===== config.mk =====
export PLATFORM = sky130hd
export DESIGN_NAME = vec_addr_gen
export DESIGN_NICKNAME = d
export VERILOG_FILES = /design/src/rtl/vag_pkg.sv /design/src/rtl/vag_decode.sv /design/src/rtl/vag_slice.sv /design/src/rtl/vec_addr_gen.sv
export SDC_FILE = /design/constraint.sdc
export NUM_CORES = 2
export LEC_CHECK = 0
export BUFFER_PORTS_ARGS = -buffer_cell sky130_fd_sc_hd__clkbuf_2
export CORE_MARGIN = 3
export CORE_UTILIZATION = 39
export DETAILED_ROUTE_END_ITERATION = 10
export REMOVE_ABC_BUFFERS = 1
export SYNTH_ARGS = -nofsm -noshare
export SYNTH_HDL_FRONTEND = slang
export SYNTH_SLANG_ARGS = --single-unit

===== constraint.sdc =====
create_clock -name clk -period 7.3 [get_ports clk]
set_clock_uncertainty 0.15 [all_clocks]
set_input_delay 0.73 -clock clk [delete_from_list [all_inputs] [get_ports clk]]
set_output_delay 0.73 -clock clk [all_outputs]
set_load 0.01 [all_outputs]

===== src/rtl/vag_pkg.sv =====
package vag_pkg;
  // Lane layout, taken straight from instruction bits [23:22]
  typedef enum logic [1:0] {
    LAY_S32EXT = 2'b00,
    LAY_U32EXT = 2'b01,
    LAY_PACK32 = 2'b10,
    LAY_PACK64 = 2'b11
  } lane_layout_e;

  typedef struct packed {
    logic         legal;
    lane_layout_e layout;
    logic [1:0]   shamt;
  } vag_ctrl_t;

  localparam int unsigned SLICE_W = 64;
endpackage


===== src/rtl/vag_decode.sv =====
module vag_decode
  import vag_pkg::*;
(
  input  logic [31:0] insn,
  output vag_ctrl_t   ctrl
);
  logic unused_regfields;
  assign unused_regfields = ^{insn[20:16], insn[9:0]};

  always_comb begin
    ctrl.legal  = (insn[31:24] == 8'h04) && insn[21] && (insn[15:12] == 4'b1010);
    ctrl.layout = lane_layout_e'(insn[23:22]);
    ctrl.shamt  = insn[11:10];
  end
endmodule


===== src/rtl/vag_slice.sv =====
module vag_slice
  import vag_pkg::*;
(
  input  lane_layout_e         layout,
  input  logic [1:0]           shamt,
  input  logic [SLICE_W-1:0]   base,
  input  logic [SLICE_W-1:0]   offs,
  output logic [SLICE_W-1:0]   sum
);
  localparam int unsigned HW = SLICE_W / 2;

  logic [SLICE_W-1:0] wide_off;
  logic [SLICE_W-1:0] wide_sum;
  logic [HW-1:0]      narrow_sum [2];

  always_comb begin
    unique case (layout)
      LAY_S32EXT: wide_off = {{HW{offs[HW-1]}}, offs[HW-1:0]};
      LAY_U32EXT: wide_off = {{HW{1'b0}}, offs[HW-1:0]};
      default:    wide_off = offs;
    endcase
    wide_sum = base + (wide_off << shamt);
  end

  for (genvar h = 0; h < 2; h++) begin : g_half
    assign narrow_sum[h] = base[h*HW +: HW] + (offs[h*HW +: HW] << shamt);
  end

  assign sum = (layout == LAY_PACK32) ? {narrow_sum[1], narrow_sum[0]} : wide_sum;
endmodule


===== src/rtl/vec_addr_gen.sv =====
module vec_addr_gen
  import vag_pkg::*;
#(
  parameter int unsigned VLEN = 256
) (
  input  logic            clk,
  input  logic            rst,
  input  logic            in_valid,
  output logic            in_ready,
  input  logic [31:0]     insn,
  input  logic [VLEN-1:0] base_vec,
  input  logic [VLEN-1:0] offs_vec,
  output logic            out_valid,
  input  logic            out_ready,
  output logic [VLEN-1:0] result,
  output logic            illegal
);
  localparam int unsigned NSLICE = VLEN / SLICE_W;

  vag_ctrl_t       ctrl;
  logic [VLEN-1:0] sum_vec;
  logic            take;

  vag_decode u_dec (.insn(insn), .ctrl(ctrl));

  for (genvar s = 0; s < NSLICE; s++) begin : g_slice
    vag_slice u_slice (
      .layout (ctrl.layout),
      .shamt  (ctrl.shamt),
      .base   (base_vec[s*SLICE_W +: SLICE_W]),
      .offs   (offs_vec[s*SLICE_W +: SLICE_W]),
      .sum    (sum_vec[s*SLICE_W +: SLICE_W])
    );
  end

  assign in_ready = !out_valid || out_ready;
  assign take     = in_valid && in_ready;

  always_ff @(posedge clk) begin
    if (rst) begin
      out_valid <= 1'b0;
      illegal   <= 1'b0;
      result    <= '0;
    end else begin
      illegal <= take && !ctrl.legal;
      if (take) begin
        out_valid <= ctrl.legal;
        if (ctrl.legal) result <= sum_vec;
      end else if (out_ready) begin
        out_valid <= 1'b0;
      end
    end
  end
endmodule


==> flow_results.xml <==
<?xml version="1.0" encoding="UTF-8"?>
<metrics>
  <group name="status">
    <metric name="outcome" unit="">complete, no violations</metric>
  </group>
  <group name="synth">
    <metric name="post_synth_most_frequent_cells" unit="">689 x sky130_fd_sc_hd__a21oi_1, 510 x sky130_fd_sc_hd__nand2_1, 411 x sky130_fd_sc_hd__nor2_1</metric>
    <metric name="synth-async-reset-ratio" unit="%">0</metric>
    <metric name="synth_cell_types" unit="">94</metric>
    <metric name="synthesis.area_per_instance" unit="um2">7.815</metric>
    <metric name="synth_edf_count" unit="">0</metric>
    <metric name="synth.ff_latch_count" unit="">258</metric>
    <metric name="synth.largest_area_cell" unit="">sky130_fd_sc_hd__dfxtp_1</metric>
    <metric name="syn-instance-count" unit="">5173</metric>
    <metric name="yosysSeqAreaShare" unit="%">12.78</metric>
    <metric name="mappedNetlistArea" unit="um2">40430</metric>
    <metric name="yosysMostFrequentCell" unit="">sky130_fd_sc_hd__a21oi_1</metric>
    <metric name="synth_top_cells_by_area" unit="">sky130_fd_sc_hd__dfxtp_1 13%, sky130_fd_sc_hd__mux4_2 12%, sky130_fd_sc_hd__ha_1 12%</metric>
    <metric name="synth_flop_cell" unit="">sky130_fd_sc_hd__dfxtp_1</metric>
    <metric name="yosys_warnings" unit="">0</metric>
    <metric name="netlist.area_leader.share" unit="%">12.78</metric>
  </group>
  <group name="hold_path">
    <metric name="hold_path.class" unit="">input pin to flip-flop</metric>
    <metric name="whs_path_depth" unit="">3</metric>
    <metric name="timing.hold.worst_endpoint" unit="">illegal</metric>
    <metric name="worst_hold_startpoint" unit="">in_valid</metric>
  </group>
  <group name="cts">
    <metric name="clk_latency" unit="ns">0.61</metric>
    <metric name="tritoncts" unit="">built</metric>
    <metric name="clkSinkCount" unit="">258</metric>
    <metric name="cts-buffers-inserted" unit="">39</metric>
    <metric name="holdBufCountCts" unit="">0</metric>
    <metric name="ctsLongestPathBuffers" unit="">3</metric>
    <metric name="clk_root_buffer_cell" unit="">sky130_fd_sc_hd__clkbuf_16</metric>
    <metric name="postCtsResizedCells" unit="">0</metric>
    <metric name="clkTransAtPathRegs" unit="ns">0.06</metric>
    <metric name="buffer_count_from_post_cts_setup_fixing" unit="">0</metric>
    <metric name="htreeDepth" unit="">2</metric>
  </group>
  <group name="pwr">
    <metric name="power_leakage" unit="nW">19.97</metric>
    <metric name="total_power" unit="mW">7.570</metric>
    <metric name="vdd_ir_drop_max" unit="V">0.0001647</metric>
    <metric name="power.density_cell_area" unit="nW/um2">162.0</metric>
  </group>
  <group name="grt">
    <metric name="grt_start_max_net_pins" unit="">143</metric>
    <metric name="vias_in_the_first_global_route" unit="">41760</metric>
    <metric name="antenna_found_initial" unit="">45</metric>
    <metric name="grt_first_pass_wirelength" unit="um">256500</metric>
    <metric name="global_route.usage.total" unit="%">30.61</metric>
    <metric name="globalRouteOverflowTotal" unit="">0</metric>
  </group>
  <group name="placed_design">
    <metric name="place_hpwl" unit="um">136800</metric>
    <metric name="globalplace.congestion" unit="">0.9728</metric>
    <metric name="place_worst_setup_slack" unit="ns">0.9649</metric>
    <metric name="numPortBuffers" unit="">791</metric>
  </group>
  <group name="routing">
    <metric name="vias" unit="">43880</metric>
    <metric name="drt_iter0_drc" unit="">3917</metric>
    <metric name="first_pass_iters" unit="">6</metric>
    <metric name="ant_nets" unit="">0</metric>
    <metric name="routedWlPerCell" unit="um">24.16</metric>
    <metric name="viasPerCell" unit="">6.141</metric>
    <metric name="wl" unit="um">172600</metric>
    <metric name="detail_route.drc_violations" unit="">0</metric>
  </group>
  <group name="die">
    <metric name="effective_utilization_at_floorplan" unit="%">39.51</metric>
    <metric name="fp.dieArea" unit="um2">107600</metric>
    <metric name="num_rows" unit="">117</metric>
    <metric name="core-area" unit="um2">102300</metric>
    <metric name="floorplan.die.width" unit="um">328.0</metric>
    <metric name="floorplan.io_pins" unit="">807</metric>
    <metric name="die_h" unit="um">328.0</metric>
  </group>
  <group name="setup_path">
    <metric name="timing.critical_path.buf_inv" unit="">2</metric>
    <metric name="cp_common_cell" unit="">sky130_fd_sc_hd__o21ai_0</metric>
    <metric name="critical_path_arrival" unit="ns">6.13</metric>
    <metric name="setup.worst_path.start" unit="">insn[10]</metric>
    <metric name="r2r-start" unit="">out_valid</metric>
    <metric name="path_class" unit="">input pin to flip-flop</metric>
    <metric name="critical_path.cell_chain" unit="">buf_8, nor2_2, buf_4, and2_1, ha_1, fa_1, a211oi_1, o21ai_0, a211oi_1, nor4b_1, o21ai_0, nor3b_1, o21ai_0, a21boi_0, xor2_1, a2111oi_0</metric>
    <metric name="cp_slowest_cell" unit="">sky130_fd_sc_hd__nor2_2</metric>
    <metric name="cell_count_of_the_worst_reg_to_reg_path" unit="">8</metric>
    <metric name="startpoint_type" unit="">input pin</metric>
    <metric name="crit_path_end_kind" unit="">flip-flop</metric>
    <metric name="cpPeakStageDelay" unit="ns">0.91</metric>
    <metric name="r2r_slack" unit="ns">3.93</metric>
    <metric name="worstReg2RegEnd" unit="">result[248]</metric>
    <metric name="cp_top_family" unit="">compound AO/OA/AOI/OAI gates</metric>
    <metric name="required" unit="ns">7.64</metric>
    <metric name="critPathMaxFanout" unit="">68</metric>
  </group>
  <group name="finish">
    <metric name="layout.area.seq" unit="um2">5165</metric>
    <metric name="postLayoutCoreUtil" unit="%">45.66</metric>
    <metric name="drive_gt1_share" unit="%">22.70</metric>
    <metric name="final_nets" unit="">6650</metric>
    <metric name="multi_input_area" unit="um2">33590</metric>
    <metric name="number_of_inserted_filler_cells_in_the_final_layout" unit="">10570</metric>
    <metric name="area_growth_syn_to_layout" unit="%">15.58</metric>
  </group>
  <group name="timing">
    <metric name="worst-slew-pin-transition" unit="ns">1.080</metric>
    <metric name="timing.final.hold_violations" unit="">0</metric>
    <metric name="final.period_utilization" unit="%">79.38</metric>
    <metric name="grt_setup_unrepaired" unit="">false</metric>
    <metric name="period_minus_slack" unit="ns">5.795</metric>
    <metric name="setup_viol" unit="">0</metric>
    <metric name="final-max-slew-violation-count" unit="">0</metric>
    <metric name="fin_ws" unit="ns">1.505</metric>
    <metric name="worst_slew_margin_rel" unit="%">28.00</metric>
    <metric name="max_clock_freq" unit="MHz">172.6</metric>
  </group>
  <group name="job">
    <metric name="max_cap_violations" unit="">0</metric>
  </group>
</metrics>
[area by class of cell]
| cell class | count | area share [%] |
|---|---|---|
| diodes | 33 | 0.1767 |
| clock buffers | 64 | 2.680 |
| clock inverters | 7 | 0.09105 |
| inverters | 111 | 0.8917 |
| multi-input cells | 4460 | 71.89 |
| flip-flops and latches | 258 | 11.05 |
| well taps | 1368 | 3.663 |
| repair buffers | 844 | 9.554 |
[report_power, final]
part | switching (mW) | leakage, nW | internal, mW
Sequential | 0.000141 | 2.08 | 1.41
Combinational | 2.46 | 17.3 | 1.69
Clock | 0.844 | 0.633 | 1.17
[worst max path at each step]
| stage | end | slack (ns) | depth (start not counted) |
|---|---|---|---|
| final | result[50] | 1.51 | 16 |
| after global routing | result[50] | 0.98 | 16 |
| after CTS | result[50] | 1.59 | 16 |
| after detailed placement | result[50] | 0.96 | 16 |
| after global placement | result[244] | 1.04 | 15 |
| after floorplan | result[248] | -7.73 | 9 |
[sequential cells by signal, indices dropped and copies added (netlist names)]
register	cells
illegal	1
out_valid	1
result	256
[layout by cell type, fill, tap and decap left out, types with 32 or more instances in the layout]
master / n
sky130_fd_sc_hd__a21o_1: 196
sky130_fd_sc_hd__xor2_1: 109
sky130_fd_sc_hd__mux2_2: 104
sky130_fd_sc_hd__nand2_1: 508
sky130_fd_sc_hd__nor2_1: 404
sky130_fd_sc_hd__or3_1: 37
sky130_fd_sc_hd__and3_1: 32
sky130_fd_sc_hd__diode_2: 33
sky130_fd_sc_hd__buf_4: 48
sky130_fd_sc_hd__nand2b_1: 37
sky130_fd_sc_hd__dfxtp_1: 258
sky130_fd_sc_hd__nor3_1: 122
sky130_fd_sc_hd__clkbuf_2: 787
sky130_fd_sc_hd__a31oi_1: 55
sky130_fd_sc_hd__clkbuf_16: 41
sky130_fd_sc_hd__mux4_2: 221
sky130_fd_sc_hd__xnor2_1: 187
sky130_fd_sc_hd__o21bai_1: 79
sky130_fd_sc_hd__a21oi_1: 686
sky130_fd_sc_hd__inv_1: 111
sky130_fd_sc_hd__nand3_1: 79
sky130_fd_sc_hd__ha_1: 380
sky130_fd_sc_hd__o21a_1: 60
sky130_fd_sc_hd__o21ai_0: 268
sky130_fd_sc_hd__a211oi_1: 118
sky130_fd_sc_hd__mux2i_1: 160
sky130_fd_sc_hd__nor2b_1: 45
sky130_fd_sc_hd__nand4_1: 95
sky130_fd_sc_hd__and2_1: 37
sky130_fd_sc_hd__o211ai_1: 34
[through the flow]
step / setup TNS (ns) / instance area, um2 / hold slack (ns) / std cells
4_1_cts: 0 / 46640 / 0.2486 / 7112
6_report: 0 / 46720 / 0.2899 / 7145
3_5_place_dp: 0 / 45350 / 0.2945 / 7041
2_1_floorplan: -808.48 / 39110 / 0.3200 / 4829
5_1_grt: 0 / 46710 / 0.2949 / 7140
3_3_place_gp: 0 / 45350 / 0.2886 / 7041
[kinds of logic (layout without fill, tap and decap cells)]
logic type / after synthesis / after routing / synth area share, %
adders and majority gates: 388 / 388 / 12.16
buffers and inverters: 455 / 1026 / 4.280
and+or+nand+nor: 1503 / 1503 / 17.26
xor gates and xnor gates: 296 / 296 / 6.413
muxes: 485 / 485 / 19.17
AOI/OAI and AO/OA: 1788 / 1788 / 27.94
DFF: 258 / 258 / 12.78
other: 0 / 33 / 0
[layer usage]
layer / wire length (um) / vias up / GRT usage, %
li1: - / 20730 / -
met1: 72820 / 21000 / 39.87
met2: 78630 / 1819 / 49.89
met3: 14000 / 313 / 5.956
met4: 7050 / 14 / 11.79
met5: 97 / - / 0
[worst min-delay path: cells and delay by family]
family,cells,cell delay (ns)
AND/OR/NAND/NOR,2,0.20
buffers and inverters,1,0.08
Power figures use the tool's default switching activity.
